`src/rtl/bclk_pkg.sv`:
```
package bclk_pkg;
  localparam int SCAN_W  = 3;
  localparam int CHAIN_W = 8;
  // odd-ratio dividers: half-period length and whether they count scan wraps (1) or master ticks (0)
  localparam int NDIV = 4;
  localparam int unsigned DIV_HALF [NDIV] = '{192, 48, 698, 571};
  localparam bit          DIV_SCAN [NDIV] = '{1'b1, 1'b1, 1'b0, 1'b0};
  // fractional divider: GROUP half-periods, the last one SHORT, the rest LONG
  localparam int FRAC_LONG  = 43;
  localparam int FRAC_SHORT = 42;
  localparam int FRAC_GROUP = 3;

  typedef enum logic [3:0] {
    SEL_PASS0 = 4'd0,  SEL_PASS1 = 4'd1,  SEL_B50   = 4'd2,  SEL_B75   = 4'd3,
    SEL_B134  = 4'd4,  SEL_B200  = 4'd5,  SEL_B600  = 4'd6,  SEL_B2400 = 4'd7,
    SEL_B9600 = 4'd8,  SEL_B4800 = 4'd9,  SEL_B1800 = 4'd10, SEL_B1200 = 4'd11,
    SEL_B2400B = 4'd12, SEL_B300 = 4'd13, SEL_B150  = 4'd14, SEL_B110  = 4'd15
  } rate_sel_e;
endpackage

```
`src/rtl/bclk_init.sv`:
```
module bclk_init (
  input  logic clk,
  input  logic rst,
  input  logic use_primary,
  input  logic pri_tick,
  input  logic alt_clk,
  output logic tick,
  output logic clear,
  output logic alt_level
);
  logic alt_q, alt_p, armed;

  always_ff @(posedge clk) begin
    if (rst) begin
      alt_q <= 1'b0;
      alt_p <= 1'b0;
      armed <= 1'b0;
    end else begin
      alt_q <= alt_clk;
      alt_p <= alt_q;
      if (use_primary)  armed <= 1'b1;
      else if (alt_q)   armed <= 1'b0;
    end
  end

  // continuous hold in primary mode, one-shot clear on the first high in alternate mode
  assign clear     = rst | (alt_q & (use_primary | armed));
  assign tick      = ~clear & (use_primary ? pri_tick : (alt_q & ~alt_p));
  assign alt_level = alt_q;


  one_shot_chk: assert property (@(posedge clk) disable iff (rst)
    (!use_primary && $past(!use_primary) && alt_q && !armed) |-> !clear);
endmodule

```
`src/rtl/bclk_scan.sv`:
```
module bclk_scan #(
  parameter int SCAN_W  = 3,
  parameter int CHAIN_W = 8
) (
  input  logic               clk,
  input  logic               clear,
  input  logic               tick,
  output logic [SCAN_W-1:0]  scan_q,
  output logic [CHAIN_W-1:0] chain_q,
  output logic               wrap_tick
);
  localparam logic [SCAN_W-1:0] SCAN_LAST = '1;

  assign wrap_tick = tick & (scan_q == SCAN_LAST);

  always_ff @(posedge clk) begin
    if (clear) begin
      scan_q  <= '0;
      chain_q <= '0;
    end else begin
      if (tick)      scan_q  <= scan_q + 1'b1;
      if (wrap_tick) chain_q <= chain_q + 1'b1;
    end
  end


  chain_step_chk: assert property (@(posedge clk) disable iff (clear)
    !wrap_tick |=> $stable(chain_q));
endmodule

```
`src/rtl/bclk_toggle.sv`:
```
module bclk_toggle #(
  parameter int unsigned HALF = 48
) (
  input  logic clk,
  input  logic clear,
  input  logic en,
  output logic q
);
  localparam int CW = (HALF > 1) ? $clog2(HALF) : 1;
  localparam logic [CW-1:0] LAST = CW'(HALF - 1);
  logic [CW-1:0] cnt;

  always_ff @(posedge clk) begin
    if (clear) begin
      cnt <= '0;
      q   <= 1'b0;
    end else if (en) begin
      if (cnt == LAST) begin
        cnt <= '0;
        q   <= ~q;
      end else begin
        cnt <= cnt + 1'b1;
      end
    end
  end


  cnt_range_chk: assert property (@(posedge clk) disable iff (clear)
    cnt <= LAST);
endmodule

```
`src/rtl/bclk_frac.sv`:
```
module bclk_frac #(
  parameter int LONG  = 43,
  parameter int SHORT = 42,
  parameter int GROUP = 3
) (
  input  logic clk,
  input  logic clear,
  input  logic en,
  output logic q
);
  localparam int CW = $clog2(LONG);
  localparam int PW = (GROUP > 1) ? $clog2(GROUP) : 1;
  localparam logic [PW-1:0] PH_LAST = PW'(GROUP - 1);

  logic [CW-1:0] cnt, lim;
  logic [PW-1:0] ph;

  assign lim = (ph == PH_LAST) ? CW'(SHORT - 1) : CW'(LONG - 1);

  always_ff @(posedge clk) begin
    if (clear) begin
      cnt <= '0;
      ph  <= '0;
      q   <= 1'b0;
    end else if (en) begin
      if (cnt == lim) begin
        cnt <= '0;
        q   <= ~q;
        ph  <= (ph == PH_LAST) ? '0 : ph + 1'b1;
      end else begin
        cnt <= cnt + 1'b1;
      end
    end
  end


  phase_range_chk: assert property (@(posedge clk) disable iff (clear)
    ph <= PH_LAST);
endmodule

```
`src/rtl/bclk_gen.sv`:
```
module bclk_gen
  import bclk_pkg::*;
#(
  parameter int SCAN_BITS  = SCAN_W,
  parameter int CHAIN_BITS = CHAIN_W
) (
  input  logic                 clk,
  input  logic                 rst,
  input  logic                 use_primary,
  input  logic                 pri_tick,
  input  logic                 alt_clk,
  input  logic                 pass_in,
  input  logic [3:0]           rate_sel,
  output logic                 rate_out,
  output logic                 mclk_out,
  output logic [SCAN_BITS-1:0] scan_out
);
  logic tick, clear, alt_level, scan_wrap, frac_q, sel_sig;
  logic [CHAIN_BITS-1:0] chain;
  logic [NDIV-1:0] div_q;

  bclk_init u_init (
    .clk(clk), .rst(rst), .use_primary(use_primary), .pri_tick(pri_tick),
    .alt_clk(alt_clk), .tick(tick), .clear(clear), .alt_level(alt_level)
  );

  bclk_scan #(.SCAN_W(SCAN_BITS), .CHAIN_W(CHAIN_BITS)) u_scan (
    .clk(clk), .clear(clear), .tick(tick),
    .scan_q(scan_out), .chain_q(chain), .wrap_tick(scan_wrap)
  );

  for (genvar g = 0; g < NDIV; g++) begin : g_div
    bclk_toggle #(.HALF(DIV_HALF[g])) u_div (
      .clk(clk), .clear(clear),
      .en(DIV_SCAN[g] ? scan_wrap : tick),
      .q(div_q[g])
    );
  end

  bclk_frac #(.LONG(FRAC_LONG), .SHORT(FRAC_SHORT), .GROUP(FRAC_GROUP)) u_frac (
    .clk(clk), .clear(clear), .en(tick), .q(frac_q)
  );

  // div_q: [0]=50 [1]=200 [2]=110 [3]=134.5 ; chain bit k = 9600 >> k
  always_comb begin
    case (rate_sel_e'(rate_sel))
      SEL_B50:    sel_sig = div_q[0];
      SEL_B75:    sel_sig = chain[7];
      SEL_B134:   sel_sig = div_q[3];
      SEL_B200:   sel_sig = div_q[1];
      SEL_B600:   sel_sig = chain[4];
      SEL_B2400:  sel_sig = chain[2];
      SEL_B9600:  sel_sig = chain[0];
      SEL_B4800:  sel_sig = chain[1];
      SEL_B1800:  sel_sig = frac_q;
      SEL_B1200:  sel_sig = chain[3];
      SEL_B2400B: sel_sig = chain[2];
      SEL_B300:   sel_sig = chain[5];
      SEL_B150:   sel_sig = chain[6];
      SEL_B110:   sel_sig = div_q[2];
      default:    sel_sig = pass_in;
    endcase
  end

  always_ff @(posedge clk) begin
    if (clear) begin
      rate_out <= 1'b0;
      mclk_out <= 1'b0;
    end else begin
      mclk_out <= tick;
      if (tick) rate_out <= sel_sig;
    end
  end


  scan_hold_chk: assert property (@(posedge clk) disable iff (rst)
    (!tick && !clear) |=> $stable(scan_out));

  out_hold_chk: assert property (@(posedge clk) disable iff (rst)
    (!tick && !clear) |=> $stable(rate_out));

  hold_clear_chk: assert property (@(posedge clk) disable iff (rst)
    (use_primary && alt_level) |=> (scan_out == '0 && !mclk_out && !rate_out));

  alt_ignore_chk: assert property (@(posedge clk) disable iff (rst)
    (!use_primary && !alt_level) |=> $stable(scan_out));
endmodule

```
`config.mk`:
```
export PLATFORM = sky130hd
export DESIGN_NAME = bclk_gen
export DESIGN_NICKNAME = d
export VERILOG_FILES = /design/src/rtl/bclk_pkg.sv /design/src/rtl/bclk_init.sv /design/src/rtl/bclk_scan.sv /design/src/rtl/bclk_toggle.sv /design/src/rtl/bclk_frac.sv /design/src/rtl/bclk_gen.sv
export SDC_FILE = /design/constraint.sdc
export NUM_CORES = 1
export LEC_CHECK = 0
export BUFFER_PORTS_ARGS = -buffer_cell sky130_fd_sc_hd__buf_2
export CORE_MARGIN = 3
export CORE_UTILIZATION = 27
export CTS_CLUSTER_DIAMETER = 200
export DETAILED_ROUTE_END_ITERATION = 16
export PLACE_DENSITY = 0.4
export SETUP_SLACK_MARGIN = 0.3
export SLEW_MARGIN = 20
export SYNTH_ARGS = -nofsm -noshare
export SYNTH_HDL_FRONTEND = slang
export SYNTH_SLANG_ARGS = --single-unit
```
`constraint.sdc`:
```
create_clock -name clk -period 5.35 [get_ports clk]
set_input_delay 0.2675 -clock clk [delete_from_list [all_inputs] [get_ports clk]]
set_output_delay 0.2675 -clock clk [all_outputs]
set_load 0.02 [all_outputs]
```
==> results of run 1 <==
routing by layer:
| metal | share of wire [%] | track usage [%] | vias up |
|---|---|---|---|
| met3 | 3.9 | 3.33 | 8 |
| li1 | - | - | 1319 |
| met5 | 0 | 0 | - |
| met4 | 1.4 | 3.80 | 0 |
| met1 | 53 | 18.3 | 1217 |
| met2 | 42 | 18.8 | 41 |
registers in the layout, summed over array words and instances (netlist names):
name / cells
u_init.alt_p: 1
g_div.u_div.q: 4
g_div.u_div.cnt: 34
u_init.armed: 1
mclk_out: 1
u_init.alt_level: 1
u_frac.q: 1
u_frac.ph: 2
u_frac.cnt: 6
u_scan.scan_q: 3
rate_out: 1
u_scan.chain_q: 8
path summary, 6_finish.rpt:
| path | startpoint | end | slack (ps) | cells past startpoint |
|---|---|---|---|---|
| worst min-delay path | alt_clk | u_init.alt_level | 160 | 2 |
| worst min register to register | u_frac.q | u_frac.q | 480 | 1 |
| worst max-delay path | u_init.alt_level | u_scan.chain_q[4] | 3020 | 4 |
| worst max register to register | u_init.alt_level | u_scan.chain_q[4] | 3020 | 4 |
layout make-up:
cell class	count	area, um2	share of cell area (%)
clock buffers	12	256	7.05
clock inverters	4	20.0	0.551
inverters	15	56.3	1.55
multi-input cells	259	1780	49.0
flip-flops and latches	63	1260	34.7
well taps	140	175	4.82
repair buffers	16	85.1	2.34
report_power, final:
group	total (mW)	internal, mW	switching, mW
Combinational	0.0566	0.0178	0.0389
Clock	0.543	0.335	0.207
Sequential	0.480	0.475	0.00552
Total	1.08	0.828	0.252
cell families (layout without fill, tap and decap cells):
logic type / count (synthesis) / in the layout
flip-flops: 63 / 63
adder cells (fa/ha/maj): 10 / 10
XOR/XNOR: 29 / 29
buffers and inverters: 30 / 47
multiplexers: 13 / 13
AO/OA/AOI/OAI: 72 / 72
AND/OR/NAND/NOR: 135 / 135
cells in the final DEF (no fill, tap or decap), drive strengths merged, types with 11 or more instances in the layout:
cell	instances
nor2	41
inv	15
o21ai	12
clkbuf	12
dfxtp	63
a21oi	15
xnor2	21
nand3	17
buf	16
mux2i	11
nand2	22
per-stage QoR:
step                      power [mW]  worst slack (ps)
after floorplan                0.529              3180
after global placement         0.547              3040
after detailed placement       0.548              3030
after CTS                       1.10              3010
after global routing            1.13              2790
final                           1.08              3020
worst register-to-register path: stages (launching register included):
cell	delay, ps
dfxtp_1	350
nand3b_1	640
a211oi_2	860
nand4_1	220
mux2i_1	160
==> run_results.csv, run 1 <==
group,metric,value,unit
cells_and_area,area_growth_syn_to_layout,14.6,%
critical_path,arrival,2540,ps
routing,drt-total-wl,7810,um
logic_synthesis,synth-compound-area-share,16.0,%
grt,antenna_found_initial,0,
power_and_ir_drop,p_leak,1.25,nW
clock_tree,cts-resized-gates,0,
timing,skew,5.65,ps
grt,grt.overflow.total,0,
critical_path,slowest_delay,850,ps
cells_and_area,postLayoutCoreUtil,32.5,%
min_path,hold_class,"input port to flop",
clock_tree,cts.sink_count,63,
cells_and_area,layoutNonFillerInstCount,509,
die,rows,38,
cells_and_area,postLayoutCellArea,3640,um2
logic_synthesis,ys_seq_area_share,39.8,%
critical_path,cp.required,5560,ps
die,coreArea,11200,um2
routing,wl_per_cell,15.3,um
routing,drt_first_pass_iters,4,
run_status,status,"completed",
clock_tree,postCtsHoldBufs,0,
logic_synthesis,ys_top_cells_by_count,"dfxtp_1 (63), nor2_1 (41), nand2_1 (22), xnor2_1 (21), nand3_1 (17)",
logic_synthesis,avgSynthCellArea,9.01,um2
timing,report.final.slew_viol_count,0,
cells_and_area,num_antenna_cells,0,
logic_synthesis,synth_xor_area_share,8.01,%
power_and_ir_drop,peakVddDrop,0.154,mV
place,dp_hpwl,5450,um
timing,worst_slew_pin_slew,882,ps
logic_synthesis,yosys-top-cells-area,"dfxtp_1 (40%), xnor2_1 (5.8%), nor2_1 (4.9%), ha_1 (3.9%), mux2i_1 (3.5%)",
timing,whs,158,ps
routing,vias,2585,
critical_path,crit_fanout,17,
timing,setup_violations,0,
critical_path,end_kind,"flop",
clock_tree,cts_setup_buffers,0,
logic_synthesis,synth-simple-area-share,23.3,%
die,start_util,28.4,%
die,die_area,13100,um2
timing,max_freq,430,MHz
power_and_ir_drop,power.density,297,nW/um2
logic_synthesis,synthMuxAreaShare,4.89,%
place,placed_area,3360,um2
logic_synthesis,synthAdderAreaFrac,3.94,%
cells_and_area,nFillCells,1162,
clock_tree,cts_tree,"built",
grt,grt_pass1_vias,2495,
die,die_w,114,um
logic_synthesis,yosysWarnings,0,
logic_synthesis,synth_nets,372,
cells_and_area,layout-drive-gt1-share,11.9,%
timing,relSlewSlack,40.7,%
routing,first_iter_violations,141,
cells_and_area,nNetsFinal,384,
logic_synthesis,synth-edff-count,0,
logic_synthesis,synth_most_common_cell,"dfxtp_1",
place,gp_congestion,0.717,
grt,grt_pass1_wl,13100,um
critical_path,cpMaxStageDelayCell,"a211oi_2",
logic_synthesis,yosys_register_bits,63,
clock_tree,cts_buffer_depth,2,
grt,grt_max_degree,23,
clock_tree,cts_buffers,9,
routing,drc_errors,0,
critical_path,crit_chain,"nand3b_1, a211oi_2, nand4_1, mux2i_1",
run,drv_cap,0,
critical_path,cp.buffers_inverters,0,
logic_synthesis,yosysTopAreaCell,"dfxtp_1",
timing,grt_setup_unrepaired,"no",
routing,ant_nets,0,
logic_synthesis,synth_cell_types,57,
die,die_y,114,um
critical_path,start_kind,"flop",
place,port_buffers,14,
logic_synthesis,synth_top_area_share,39.8,%
critical_path,criticalPathCategory,"flop to flop",
logic_synthesis,synth_top_family_by_area,"simple AND/OR/NAND/NOR gates",
die,pin_count,15,
clock_tree,htree_levels,3,
clock_tree,clk_latency,330,ps
critical_path,cpLargestDelayFamily,"simple AND/OR/NAND/NOR gates",
timing,period_minus_slack,2330,ps
routing,routed_via_density,5.08,
timing,period_share,43.5,%
place,place_inst,493,
grt,grtUsageTotal,12.8,%
logic_synthesis,async_reset_ff_share,0,%
clock_tree,cts_root_buf,"clkbuf_16",
logic_synthesis,synthFlopType,"dfxtp_1",
logic_synthesis,syn-cell-area,3170,um2
clock_tree,clk_pin_slew,50,ps
timing,final.setup.tns,0,ps
logic_synthesis,synthCells,352,
timing,hold_viol,0,
Note: power is estimated with default switching activity, not from simulation.
==> run 2, diff against run 1 <==
--- a/config.mk
+++ b/config.mk
@@ -5,12 +5,13 @@
 export SDC_FILE = /design/constraint.sdc
 export NUM_CORES = 1
 export LEC_CHECK = 0
+export ABC_AREA = 1
 export BUFFER_PORTS_ARGS = -buffer_cell sky130_fd_sc_hd__buf_2
 export CORE_MARGIN = 3
 export CORE_UTILIZATION = 27
 export CTS_CLUSTER_DIAMETER = 200
 export DETAILED_ROUTE_END_ITERATION = 16
-export PLACE_DENSITY = 0.4
+export PLACE_DENSITY = 0.42
 export SETUP_SLACK_MARGIN = 0.3
 export SLEW_MARGIN = 20
 export SYNTH_ARGS = -nofsm -noshare
==> constraint.sdc (replaced) <==
create_clock -name clk -period 2 [get_ports clk]
set_input_delay 0.1 -clock clk [delete_from_list [all_inputs] [get_ports clk]]
set_output_delay 0.1 -clock clk [all_outputs]
set_load 0.02 [all_outputs]
==> run 2 against run 1 <==
- cell count rose by 38%
- synthesized cell count rose by 42%
- count of clock-buffer cells in the layout is 1 higher
- power increased to 2.9 times the previous value
- worst hold slack worse by 110 ps
- wire length is 7.4% higher
- first-iteration DRC count increased by 9.2%
- core utilization is 1.2 points higher
- maximum frequency up 51%
- sequential share of layout area shrank 4.1 points
- register-to-register slack got worse by 2600 ps
- largest cell class unchanged
- highest routed layer unchanged
==> run_results.csv, run 2 <==
group,metric,value,unit
timing,final.setup.tns,0,ps
logic_synthesis,synth_nets,519,
run_status,status,"completed",
cells_and_area,area_growth_syn_to_layout,20.0,%
timing,period_minus_slack,1540,ps
critical_path,cp.depth,7,
routing,drt_first_pass_iters,4,
clock_tree,cts.sink_count,63,
cells_and_area,top_register,"g_div.u_div.cnt",
cells_and_area,num_antenna_cells,0,
place,placed_area,3670,um2
timing,skew,6.91,ps
grt,grt.overflow.total,0,
logic_synthesis,ys_top_cells_by_count,"nand2_1 (127), dfxtp_1 (63), inv_1 (59), nor2_1 (46), nand3_1 (44)",
critical_path,end_kind,"flop",
critical_path,arrival,1760,ps
routing,drt-total-wl,8390,um
logic_synthesis,yosys_register_bits,63,
routing,routed_via_density,4.53,
power_and_ir_drop,p_leak,1.66,nW
clock_tree,cts_root_buf,"clkbuf_16",
timing,setup_violations,0,
grt,grt_max_degree,30,
critical_path,cpLargestDelayFamily,"simple AND/OR/NAND/NOR gates",
critical_path,slowest_delay,360,ps
timing,hold_viol,0,
clock_tree,clk_latency,330,ps
critical_path,cp.buffers_inverters,1,
logic_synthesis,synth_most_common_cell,"nand2_1",
timing,relSlewSlack,59.8,%
cells_and_area,final_common_cell,"nand2_1",
routing,top_layer_used,"met4",
logic_synthesis,ys_seq_area_share,36.7,%
die,die_area,14100,um2
clock_tree,cts_buffers,9,
cells_and_area,nNetsFinal,548,
clock_tree,cts_buffer_depth,2,
timing,period_share,76.9,%
critical_path,criticalPathCategory,"flop to flop",
min_path,hold_depth,2,
logic_synthesis,yosys-top-cells-area,"dfxtp_1 (37%), nand2_1 (14%), inv_1 (6.4%), nand3_1 (6.4%), a21oi_1 (5.7%)",
critical_path,cp.required,2220,ps
logic_synthesis,synth-edff-count,0,
timing,worst_slew_pin_slew,603,ps
grt,grt_pass1_wl,13800,um
routing,vias,3175,
timing,max_freq,650,MHz
timing,setup_slack,463,ps
timing,grt_setup_unrepaired,"no",
cells_and_area,layout-drive-gt1-share,12.2,%
cells_and_area,postLayoutCellArea,4120,um2
cells_and_area,largest_reg_flops,34,
critical_path,r2r_cells,7,
grt,grt_pass1_vias,2904,
clock_tree,clk_pin_slew,60,ps
routing,wl_per_cell,12.0,um
cells_and_area,mostFrequentLayoutCells,"nand2_1 (126), dfxtp_1 (63), inv_1 (58)",
logic_synthesis,syn-cell-area,3440,um2
die,pin_count,15,
run,drv_cap,0,
grt,grtUsageTotal,12.0,%
logic_synthesis,yosysWarnings,0,
logic_synthesis,yosysTopAreaCell,"dfxtp_1",
grt,antenna_found_initial,0,
critical_path,crit_chain,"ha_1, ha_4, clkinvlp_4, nor2_8, nand3_1, nand2_1, a21oi_1",
die,start_util,28.1,%
die,die_w,119,um
clock_tree,cts_tree,"built",
timing,report.final.slew_viol_count,0,
routing,drc_errors,0,
place,dp_hpwl,5500,um
place,pre_cts_slack,280,ps
routing,first_iter_violations,154,
routing,wl_met2,3830,um
cells_and_area,largest_registers,"g_div.u_div.cnt x34, u_scan.chain_q x8, u_frac.cnt x6",
min_path,hold_class,"input port to flop",
place,gp_congestion,0.807,
power_and_ir_drop,power.density,755,nW/um2
logic_synthesis,synthCells,499,
logic_synthesis,async_reset_ff_share,0,%
logic_synthesis,synth_top_area_share,36.7,%
logic_synthesis,synthFlopType,"dfxtp_1",
logic_synthesis,synth_cell_types,33,
die,rows,40,
critical_path,start_kind,"flop",
power_and_ir_drop,total_power,3.11,mW
routing,met1_length,4240,um
critical_path,cpMaxStageDelayCell,"dfxtp_1",
clock_tree,htree_levels,3,
die,die_y,119,um
logic_synthesis,avgSynthCellArea,6.89,um2
die,coreArea,12200,um2
routing,ant_nets,0,
power_and_ir_drop,peakVddDrop,0.431,mV
critical_path,crit_fanout,8,
place,port_buffers,14,
routing,wl_met3,245,um
[run 2: cell count changes in the layout (fill, tap and decap cells not counted), moves of 13 or more]
cell / before / now
nand2_1: 22 / 126
xnor2_1: 21 / 5
a21oi_1: 15 / 39
nand3_1: 17 / 44
inv_1: 14 / 58
nand4_1: 10 / 23
[run 2: worst register-to-register path: cells and delay by family (launching register included)]
family	cells	cell delay, ps
simple gates	3	440
fa+ha+maj	2	390
flops	1	360
buf+inv	1	210
compound gates	1	40
[run 2: where the power goes]
group	leakage [nW]	internal (mW)	switching [mW]
sequential	0.509	1.27	0.0141
clock	0.156	1.06	0.565
combinational	0.997	0.0650	0.134
total	1.66	2.40	0.714
[run 2: what timing repair did]
item | in CTS | in global routing
hold buffers | 1 | 0
endpoints found under the hold margin | 1 | 0
setup buffers | 0 | 8
setup endpoints to repair | 6 | 42
cloned | 1 | 2
pin swaps | 0 | 4
resized for setup | 1 | 8
[run 2: final timing paths]
check	startpoint	endpoint	slack, ps
min	rst	u_init.alt_level	50
max reg2reg	u_scan.scan_q[0]	g_div[0].u_div.cnt[6]	460
min reg2reg	u_frac.cnt[4]	u_frac.cnt[4]	470
max	u_scan.scan_q[0]	g_div[0].u_div.cnt[6]	460
[run 2: cell families (layout without fill, tap and decap cells)]
group	after synthesis	after routing	share of synthesized area, %
compound gates	69	69	10.9
xor+xnor	12	12	3.06
fa+ha+maj	10	10	3.64
buf+inv	76	107	9.54
flops	63	63	36.7
simple gates	269	272	36.2
[run 2: layout make-up]
cell class / count / area [um2]
clock inverter: 3 / 40.0
timing repair buffer: 29 / 185
inverter: 62 / 249
fill: 1337 / 8090
multi-input combinational: 363 / 1910
sequential: 63 / 1260
clock buffer: 13 / 270
tap: 168 / 210
[run 2: metrics by stage]
step | instances | hold WS (ps) | util [%]
finish | 701 | 46.3 | 33.8
global route | 701 | 58.7 | 33.8
CTS | 691 | 36.3 | 32.8
detailed placement | 673 | 311 | 30.1
global placement | 673 | 306 | 30.1
floorplan | 499 | 171 | -
[run 2: metal layers]
| layer | vias up | GRT usage (%) |
|---|---|---|
| met5 | - | 0 |
| met2 | 28 | 18.5 |
| met4 | 0 | 4.49 |
| met1 | 1441 | 15.7 |
| li1 | 1700 | - |
| met3 | 6 | 3.73 |
